`src/rtl/stim_pkg.sv`:
```
// Package: partition rule, tap masks and seed derivation shared by the
// stimulus generator and its checker. Assumes vector width >= 2.
package stim_pkg;

    localparam int SEG_MAX = 31;

    // Number of generator segments used for a vector of width w.
    function automatic int seg_count(input int w);
        return w / SEG_MAX + (((w % SEG_MAX) != 0) ? 1 : 0);
    endfunction

    // Width of segment i; a 1-bit tail borrows one bit from the segment below.
    function automatic int seg_width(input int w, input int i);
        int nfull;
        int rem;
        nfull = w / SEG_MAX;
        rem   = w % SEG_MAX;
        if (rem == 1 && nfull >= 1) begin
            if (i < nfull - 1) return SEG_MAX;
            if (i == nfull - 1) return SEG_MAX - 1;
            return 2;
        end
        if (i < nfull) return SEG_MAX;
        return rem;
    endfunction

    // Lowest vector bit of segment i.
    function automatic int seg_lsb(input int w, input int i);
        int acc;
        acc = 0;
        for (int k = 0; k < i; k++) acc += seg_width(w, k);
        return acc;
    endfunction

    // Maximal-length feedback taps, one bit per tapped state position.
    function automatic logic [30:0] tap_mask(input int w);
        case (w)
            2:  return 31'h0000_0003;
            3:  return 31'h0000_0006;
            4:  return 31'h0000_000C;
            5:  return 31'h0000_0014;
            6:  return 31'h0000_0030;
            7:  return 31'h0000_0060;
            8:  return 31'h0000_00B8;
            9:  return 31'h0000_0110;
            10: return 31'h0000_0240;
            11: return 31'h0000_0500;
            12: return 31'h0000_0829;
            13: return 31'h0000_100D;
            14: return 31'h0000_2015;
            15: return 31'h0000_6000;
            16: return 31'h0000_D008;
            17: return 31'h0001_2000;
            18: return 31'h0002_0400;
            19: return 31'h0004_0023;
            20: return 31'h0009_0000;
            21: return 31'h0014_0000;
            22: return 31'h0030_0000;
            23: return 31'h0042_0000;
            24: return 31'h00E1_0000;
            25: return 31'h0120_0000;
            26: return 31'h0200_0023;
            27: return 31'h0400_0013;
            28: return 31'h0900_0000;
            29: return 31'h1400_0000;
            30: return 31'h2000_0029;
            default: return 31'h4800_0000;
        endcase
    endfunction

    // Seed of segment i: base plus i steps, masked, zero forced to all ones.
    function automatic logic [30:0] seg_seed(input logic [31:0] base,
                                             input logic [31:0] step,
                                             input int i, input int w);
        logic [31:0] raw;
        logic [31:0] msk;
        raw = base + step * 32'(i);
        msk = (32'h1 << w) - 32'h1;
        raw = raw & msk;
        if (raw == 32'h0) raw = msk;
        return raw[30:0];
    endfunction

endpackage

```
`src/rtl/stim_seq_ctrl.sv`:
```
// Scenario sequencer: counts SCEN_LEN vectors after each start, flags the
// last one and tells the segments when to load and when to step.
// Assumes SCEN_LEN >= 2. A start always wins over an ongoing scenario.
module stim_seq_ctrl #(
    parameter int SCEN_LEN = 1000
) (
    input  logic clk,
    input  logic rst_n,
    input  logic start,
    output logic active,
    output logic last,
    output logic load,
    output logic step
);
    localparam int CW = $clog2(SCEN_LEN);
    localparam logic [CW-1:0] LAST_IDX = CW'(SCEN_LEN - 1);

    logic [CW-1:0] idx;

    // Scenario state: active flag and index of the vector being presented.
    always_ff @(posedge clk) begin
        if (!rst_n) begin
            active <= 1'b0;
            idx    <= '0;
        end else if (start) begin
            active <= 1'b1;
            idx    <= '0;
        end else if (active) begin
            if (idx == LAST_IDX) begin
                active <= 1'b0;
                idx    <= '0;
            end else begin
                idx <= idx + 1'b1;
            end
        end
    end

    // Decode of the final vector and segment control strobes.
    always_comb begin
        last = active && (idx == LAST_IDX);
        load = start;
        step = active;
    end

endmodule

```
`src/rtl/stim_lfsr_seg.sv`:
```
// One Fibonacci shift-register segment, left shifting with XOR feedback into
// bit 0. Segments of at most REPEAT_MAX bits carry a step counter and reload
// their seed explicitly after a full period. Assumes 2 <= WIDTH <= 31 and a
// nonzero SEED.
module stim_lfsr_seg #(
    parameter int          WIDTH      = 8,
    parameter logic [30:0] SEED       = 31'h1,
    parameter int          REPEAT_MAX = 9
) (
    input  logic             clk,
    input  logic             rst_n,
    input  logic             load,
    input  logic             step,
    output logic [WIDTH-1:0] state
);
    import stim_pkg::*;

    localparam logic [30:0]      TAPS_FULL = tap_mask(WIDTH);
    localparam logic [WIDTH-1:0] TAPS      = TAPS_FULL[WIDTH-1:0];
    localparam logic [WIDTH-1:0] SEED_W    = SEED[WIDTH-1:0];

    logic [WIDTH-1:0] nxt;

    // Next state of the shift register.
    always_comb nxt = {state[WIDTH-2:0], ^(state & TAPS)};

    generate
        if (WIDTH <= REPEAT_MAX) begin : g_wrap
            localparam logic [WIDTH-1:0] PERIOD_END = {WIDTH{1'b1}} - 1'b1;
            logic [WIDTH-1:0] nstep;

            // Short segment: step with explicit seed reload at end of period.
            always_ff @(posedge clk) begin
                if (!rst_n || load) begin
                    state <= SEED_W;
                    nstep <= '0;
                end else if (step) begin
                    if (nstep == PERIOD_END) begin
                        state <= SEED_W;
                        nstep <= '0;
                    end else begin
                        state <= nxt;
                        nstep <= nstep + 1'b1;
                    end
                end
            end
        end else begin : g_free
            // Long segment: free-running, truncated by the sequencer.
            always_ff @(posedge clk) begin
                if (!rst_n || load) state <= SEED_W;
                else if (step)      state <= nxt;
            end
        end
    endgenerate

endmodule

```
`src/rtl/stim_vector_gen.sv`:
```
// Segmented stimulus generator top: partitions W into generator segments,
// gives each a derived seed and presents their concatenation for SCEN_LEN
// cycles after every start. Assumes W >= 2.
module stim_vector_gen #(
    parameter int          W          = 32,
    parameter int          SCEN_LEN   = 1000,
    parameter int          REPEAT_MAX = 9,
    parameter logic [31:0] SEED_BASE  = 32'h0000_0001,
    parameter logic [31:0] SEED_STEP  = 32'h9E37_79B9
) (
    input  logic         clk,
    input  logic         rst_n,
    input  logic         start,
    output logic [W-1:0] vec,
    output logic         valid,
    output logic         done
);
    import stim_pkg::*;

    localparam int NSEG = seg_count(W);

    logic         active;
    logic         last;
    logic         load;
    logic         step;
    logic [W-1:0] raw_vec;

    stim_seq_ctrl #(.SCEN_LEN(SCEN_LEN)) i_ctrl (
        .clk    (clk),
        .rst_n  (rst_n),
        .start  (start),
        .active (active),
        .last   (last),
        .load   (load),
        .step   (step)
    );

    generate
        for (genvar i = 0; i < NSEG; i++) begin : g_seg
            localparam int          SW  = seg_width(W, i);
            localparam int          LSB = seg_lsb(W, i);
            localparam logic [30:0] SD  = seg_seed(SEED_BASE, SEED_STEP, i, SW);
            logic [SW-1:0] st;

            stim_lfsr_seg #(
                .WIDTH      (SW),
                .SEED       (SD),
                .REPEAT_MAX (REPEAT_MAX)
            ) i_seg (
                .clk   (clk),
                .rst_n (rst_n),
                .load  (load),
                .step  (step),
                .state (st)
            );

            // Place this segment in its slice of the vector.
            assign raw_vec[LSB +: SW] = st;
        end
    endgenerate

    // Output gating: nothing but zeros leaves the block while idle.
    always_comb begin
        valid = active;
        done  = last;
        vec   = active ? raw_vec : '0;
    end

endmodule

```
`config.mk`:
```
export PLATFORM = sky130hd
export DESIGN_NAME = stim_vector_gen
export DESIGN_NICKNAME = d
export VERILOG_FILES = /design/src/rtl/stim_pkg.sv /design/src/rtl/stim_seq_ctrl.sv /design/src/rtl/stim_lfsr_seg.sv /design/src/rtl/stim_vector_gen.sv
export SDC_FILE = /design/constraint.sdc
export NUM_CORES = 1
export LEC_CHECK = 0
export CAP_MARGIN = 20
export CELL_PAD_IN_SITES_DETAIL_PLACEMENT = 2
export CELL_PAD_IN_SITES_GLOBAL_PLACEMENT = 2
export CORE_MARGIN = 5
export CORE_UTILIZATION = 28
export CTS_BUF_LIST = sky130_fd_sc_hd__clkbuf_4 sky130_fd_sc_hd__clkbuf_8
export DETAILED_ROUTE_END_ITERATION = 8
export PLACE_DENSITY_LB_ADDON = 0.1
export SYNTH_ARGS = -nofsm -noshare
export SYNTH_HDL_FRONTEND = slang
export SYNTH_SLANG_ARGS = --single-unit
export TNS_END_PERCENT = 100
```
`constraint.sdc`:
```
create_clock -name clk -period 1.3 [get_ports clk]
set_input_delay 0.26 -clock clk [delete_from_list [all_inputs] [get_ports clk]]
set_output_delay 0.26 -clock clk [all_outputs]
set_load 0.05 [all_outputs]
```
; ---- After elaboration in Yosys (flattened, before gate mapping)
; Cells that the tools add are included.
[classes]
bitwise = 1
div_mod_pow = 0
multipliers = 0
n_reduce_logical = 6
addsub = 2
eq_ne = 2
shift = 0
n_mux = 7
magnitude_cmp = 0
[ops]
columns = cell, n
row1 = $mux 32, 1
row2 = $reduce_xor 30->1, 1
row3 = $add 10x1->10 const B, 1
row4 = $eq 10x10->1 const B, 1
row5 = $mux 10, 1
row6 = $mux 2, 2
row7 = $mux 1, 3
row8 = $add 2x1->2 const B, 1
row9 = $eq 2x2->1 const B, 1
row10 = $reduce_or 2->1, 1
row11 = $reduce_xor 2->1, 1
row12 = $logic_and 1x1->1, 1
row13 = $logic_not 1->1, 1
row14 = $logic_or 1x1->1, 1
row15 = $not 1->1, 1
[totals]
output_inout_bits = 34
mem_count = 0
ramBits = 0
word_cells = 23
mem_bits_ro = 0
latchBits = 0
ff_bits = 45

; ---- Logic depth before layout (Yosys ltp)
[depth]
word_depth = 4
depth_mapped = 6

; ---- Modules after synthesis
; A second synthesis with hierarchy kept.
[hier_totals]
cells_unflattened = 245
area_unflattened_um2 = 2293.4
[modules_own_cells]
columns = module, seq_area_each_um2, area_per_inst_um2, cells_each, instances
row1 = stim_lfsr_seg (g_seg[0].i_seg), 600.6, 1298.7, 129, 1
row2 = stim_seq_ctrl, 220.2, 548.0, 60, 1
row3 = stim_vector_gen, 0.0, 255.2, 35, 1
row4 = stim_lfsr_seg (g_seg[1].i_seg), 80.1, 191.4, 21, 1

; ---- Worst setup path before layout
; OpenSTA, ideal clock, no wires.
[synth_path]
path_kind = register -> output
from = reg i_ctrl.active
to = out done
path_stages_with_launch = 5
path_buffers = 2
required_ns = 1.040
arrival_ns = 2.685
setup_slack_ns = -1.645
cell_sequence = dfxtp_1 -> buf_2 -> inv_1 -> buf_2 -> nor4_1
[synth_via]
elab_chain_len = 1
[synth_rtl]
columns = item, line
row1 = "start, declared", stim_seq_ctrl.sv:10  ; output logic active,
row2 = "start signal, assigned", stim_seq_ctrl.sv:23  ; active <= 1'b0;
row3 = "start signal, assigned", stim_seq_ctrl.sv:26  ; active <= 1'b1;
row4 = "start signal, assigned", stim_seq_ctrl.sv:30  ; active <= 1'b0;
row5 = $logic_and 1x1->1, stim_seq_ctrl.sv:40  ; last = active && (idx == LAST_IDX);
row6 = "end, declared", stim_vector_gen.sv:16  ; output logic done
; Every way passes these cells.

; ---- Worst setup path after layout
[layout_path]
from = reg i_ctrl.idx[3]
to = out done
[layout_via]
elab_chain_len = 2
[layout_rtl]
columns = item, line
row1 = "start, declared", stim_seq_ctrl.sv:18  ; logic [CW-1:0] idx;
row2 = "start signal, assigned", stim_seq_ctrl.sv:33  ; idx <= idx + 1'b1;
row3 = $eq 10x10->1, stim_seq_ctrl.sv:40
row4 = $logic_and 1x1->1, stim_seq_ctrl.sv:40
; Every way passes these cells.

==> summary.txt <==
Clock Sinks = 45
Core area = 6420 sq um
Max incr delay on CP = 0.34 ns
Post-Place Setup Slack = -0.219 ns
Post-layout min period = 1.68 ns
Yosys top cell by area = dfxtp_1
Pins Over Slew Limit = 0
Reg clk slew, reported paths = 0.09 ns
RePlAce Congestion = 0.718
Arr. time, crit path = 1.42 ns
FF-to-FF Start = i_ctrl.idx[1]
CTS Buf Count = 5
R2R cell count = 6
First-pass GRT wire length = 10,900 microns
DRC viols = 0
R2R Setup Slk = -0.24 ns
Clk buf depth = 2
Post-Syn Nets = 219
I/O Pins = 37
Worst Path Buf+Inv = 2
Critical Path Fanout Max = 2
Diodes inserted = 0
Req. time, crit path = 1.04 ns
Total number of vias = 1,878
Cell area after placement = 2900 sq um
Cell family with the largest share of critical-path delay = simple AND/OR/NAND/NOR gates
NumNets Final = 303
Status = finished, violations left
Worst Hold Depth = 2
HPWL after DPL = 3720 microns
Pre-antenna DRT Iters = 4
Largest net degree at the start of global routing = 35
Vias in the first global route = 1,981
CP Launch Point = i_ctrl.idx[3]
Relative slew slack = 0.791
Critical R2R Capture = i_ctrl.idx[8]
CTS H-tree depth = 2
Leakage power = 1.35 nW
Final setup vio count = 47
Max IR drop VDD = 0.355 mV
Post-synth top area share = 0.485
Mapped cell area = 1860 sq um
Post-Route Setup TNS = -9.59 ns
Final period utilization = 1.29
Final setup skew = 0.0116 ns
Violated checks = negative setup slack
Sequential element share of the synthesized area = 0.485
Startpoint Class = register
Synth Register Bits = 45
Hold_ws = 0.497 ns
Die W = 91.5 microns
Initial DRC count = 25
Final Hold Fails = 0
Hold_sp = g_seg[0].i_seg.state[1]
RSZ-0062 raised after global routing = true
GRT Util Overall = 0.165
Hold Crit Class = reg -> reg
Clock latency on the worst-skew pair = 0.31 ns
Layout area overhead = 85.2%
Max-cap violations = 0
CTS tree = yes
Remaining Overflow, GRT = 0
Total routed wirelength = 7430 microns
PwrDens = 780 nW/um^2
Cells after synthesis = 215
I/O Buffers = 36
Starting Density = 0.289
Synth area leaders = dfxtp_1 (48%), and2_1 (11%), a21oi_1 (10%), nor2_1 (7.1%), buf_2 (1.9%)
Layout cell share with drive strength beyond 1 = 0.533
Per-cell routed wire length = 19.7 microns
Post-DRT Antenna Nets = 0
Clock Root Buffer = clkbuf_8
Initial antenna violation count = 0
Worst Hold End = g_seg[0].i_seg.state[1]
Yosys warning count = 0
CP endpoint kind = output port
Achievable frequency = 596 MHz
Die H = 91.5 microns
Slowest CP cell = dfxtp_2
Avg Inst Size Synth = 8.65 sq um
Rows = 29
CP cell instances = nand4b_1 > buf_6 > nor4_4 > buf_12
Cell variety after synth = 32
Fin worst setup slack = -0.377 ns
Worst-margin pin slew = 0.313 ns
Die area = 8370 sq um
Design Area, Final = 3440 sq um
Vias per cell = 4.98
WS Path Type = reg -> out
[worst register-to-register path, cell delays in order (launching register included)]
cell and delay, ns:
dfxtp_4 0.38, ha_4 0.15, nand4_4 0.10, buf_6 0.16, o41ai_4 0.39, buf_6 0.20
a21oi_2 0.05
[cells in the final DEF (no fill, tap or decap), drive strengths merged, types with 2 or more instances in the layout]
| cell | instances |
|---|---|
| nand3b | 3 |
| nor2 | 35 |
| nand2 | 5 |
| clkbuf | 6 |
| clkdlybuf4s50 | 2 |
| a21oi | 38 |
| buf | 90 |
| inv | 3 |
| o21ai | 6 |
| nand3 | 3 |
| nor2b | 2 |
| or3 | 4 |
| nand4 | 6 |
| and2 | 32 |
| xor2 | 3 |
| dfxtp | 45 |
| nor3 | 2 |
| nand2b | 2 |
[stage by stage]
stage | power (mW) | utilization | instances
final | 2.69 | 0.536 | 377
after global routing | 2.79 | 0.536 | 377
after CTS | 2.71 | 0.518 | 365
after detailed placement | 1.67 | 0.452 | 333
after global placement | 1.67 | 0.452 | 333
after floorplan | 1.57 | - | 215
[Yosys cell counts]
master    instances
nand2b_1          2
xnor3_1           1
nand4_1           4
buf_2             7
dfxtp_1          45
nand2_1           5
buf_4             1
clkbuf_1          7
or4_1             1
nand4_2           2
nor4_1            1
o31ai_1           1
o31a_1            1
a21o_1            1
and2_1           32
nand4b_1          1
inv_1             1
xor2_1            3
or3_1             4
o41ai_4           1
o21ai_0           6
nand3_1           3
nor2b_1           2
o311ai_0          1
a21oi_1          38
nor2_1           35
nand3b_1          3
nor3_1            2
o21a_1            1
xnor2_1           1
ha_1              1
nor3b_1           1
[area by class of cell]
cell class / instances / area (sq um)
clock buffers: 6 / 76.3
clock inverters: 2 / 12.5
inverters: 1 / 6.26
fillers: 655 / 2980
flip-flops and latches: 45 / 916
multi-input cells: 154 / 1080
repair buffers: 92 / 1260
well taps: 77 / 96.3
[timing repair]
action,4_1_cts,5_1_grt
hold buffers,0,0
setup buffers,21,17
pin swaps,15,10
cloned,3,0
endpoints found under the setup margin,43,49
endpoints found under the hold margin,0,0
resized for setup,25,21
[routing by layer]
layer | up-vias | routed length (microns) | track usage
li1 | 894 | - | -
met1 | 929 | 3080 | 0.196
met2 | 41 | 3950 | 0.302
met3 | 14 | 219 | 0.0289
met4 | 0 | 178 | 0.0452
met5 | - | 0 | 0
[cells by family after synthesis]
kind of cell / share of synthesized area
compound gates: 0.155
buf+inv: 0.0390
simple gates: 0.284
xor+xnor: 0.0310
flops: 0.485
fa+ha+maj: 0.00673
[worst max path at each step]
stage                          to  slack, ns  depth (start not counted)
CTS                          done      -0.36                          4
global placement    i_ctrl.idx[7]      -0.18                          4
finish                       done      -0.38                          4
detailed placement  i_ctrl.idx[7]      -0.22                          4
global route                 done      -0.44                          4
floorplan                    done      -0.34                          4
[power breakdown]
part / switching, mW / internal [mW] / total (mW)
Combinational: 0.184 / 0.174 / 0.357
Clock: 0.523 / 0.404 / 0.927
Sequential: 0.0167 / 1.38 / 1.40
Total: 0.724 / 1.96 / 2.69
[sequential cells by signal, summed over array words and instances, names as in the netlist]
register / flops
g_seg.i_seg.g_wrap.nstep: 2
g_seg.i_seg.state: 32
i_ctrl.idx: 10
i_ctrl.active: 1
Note: power is estimated with default switching activity, not from simulation.
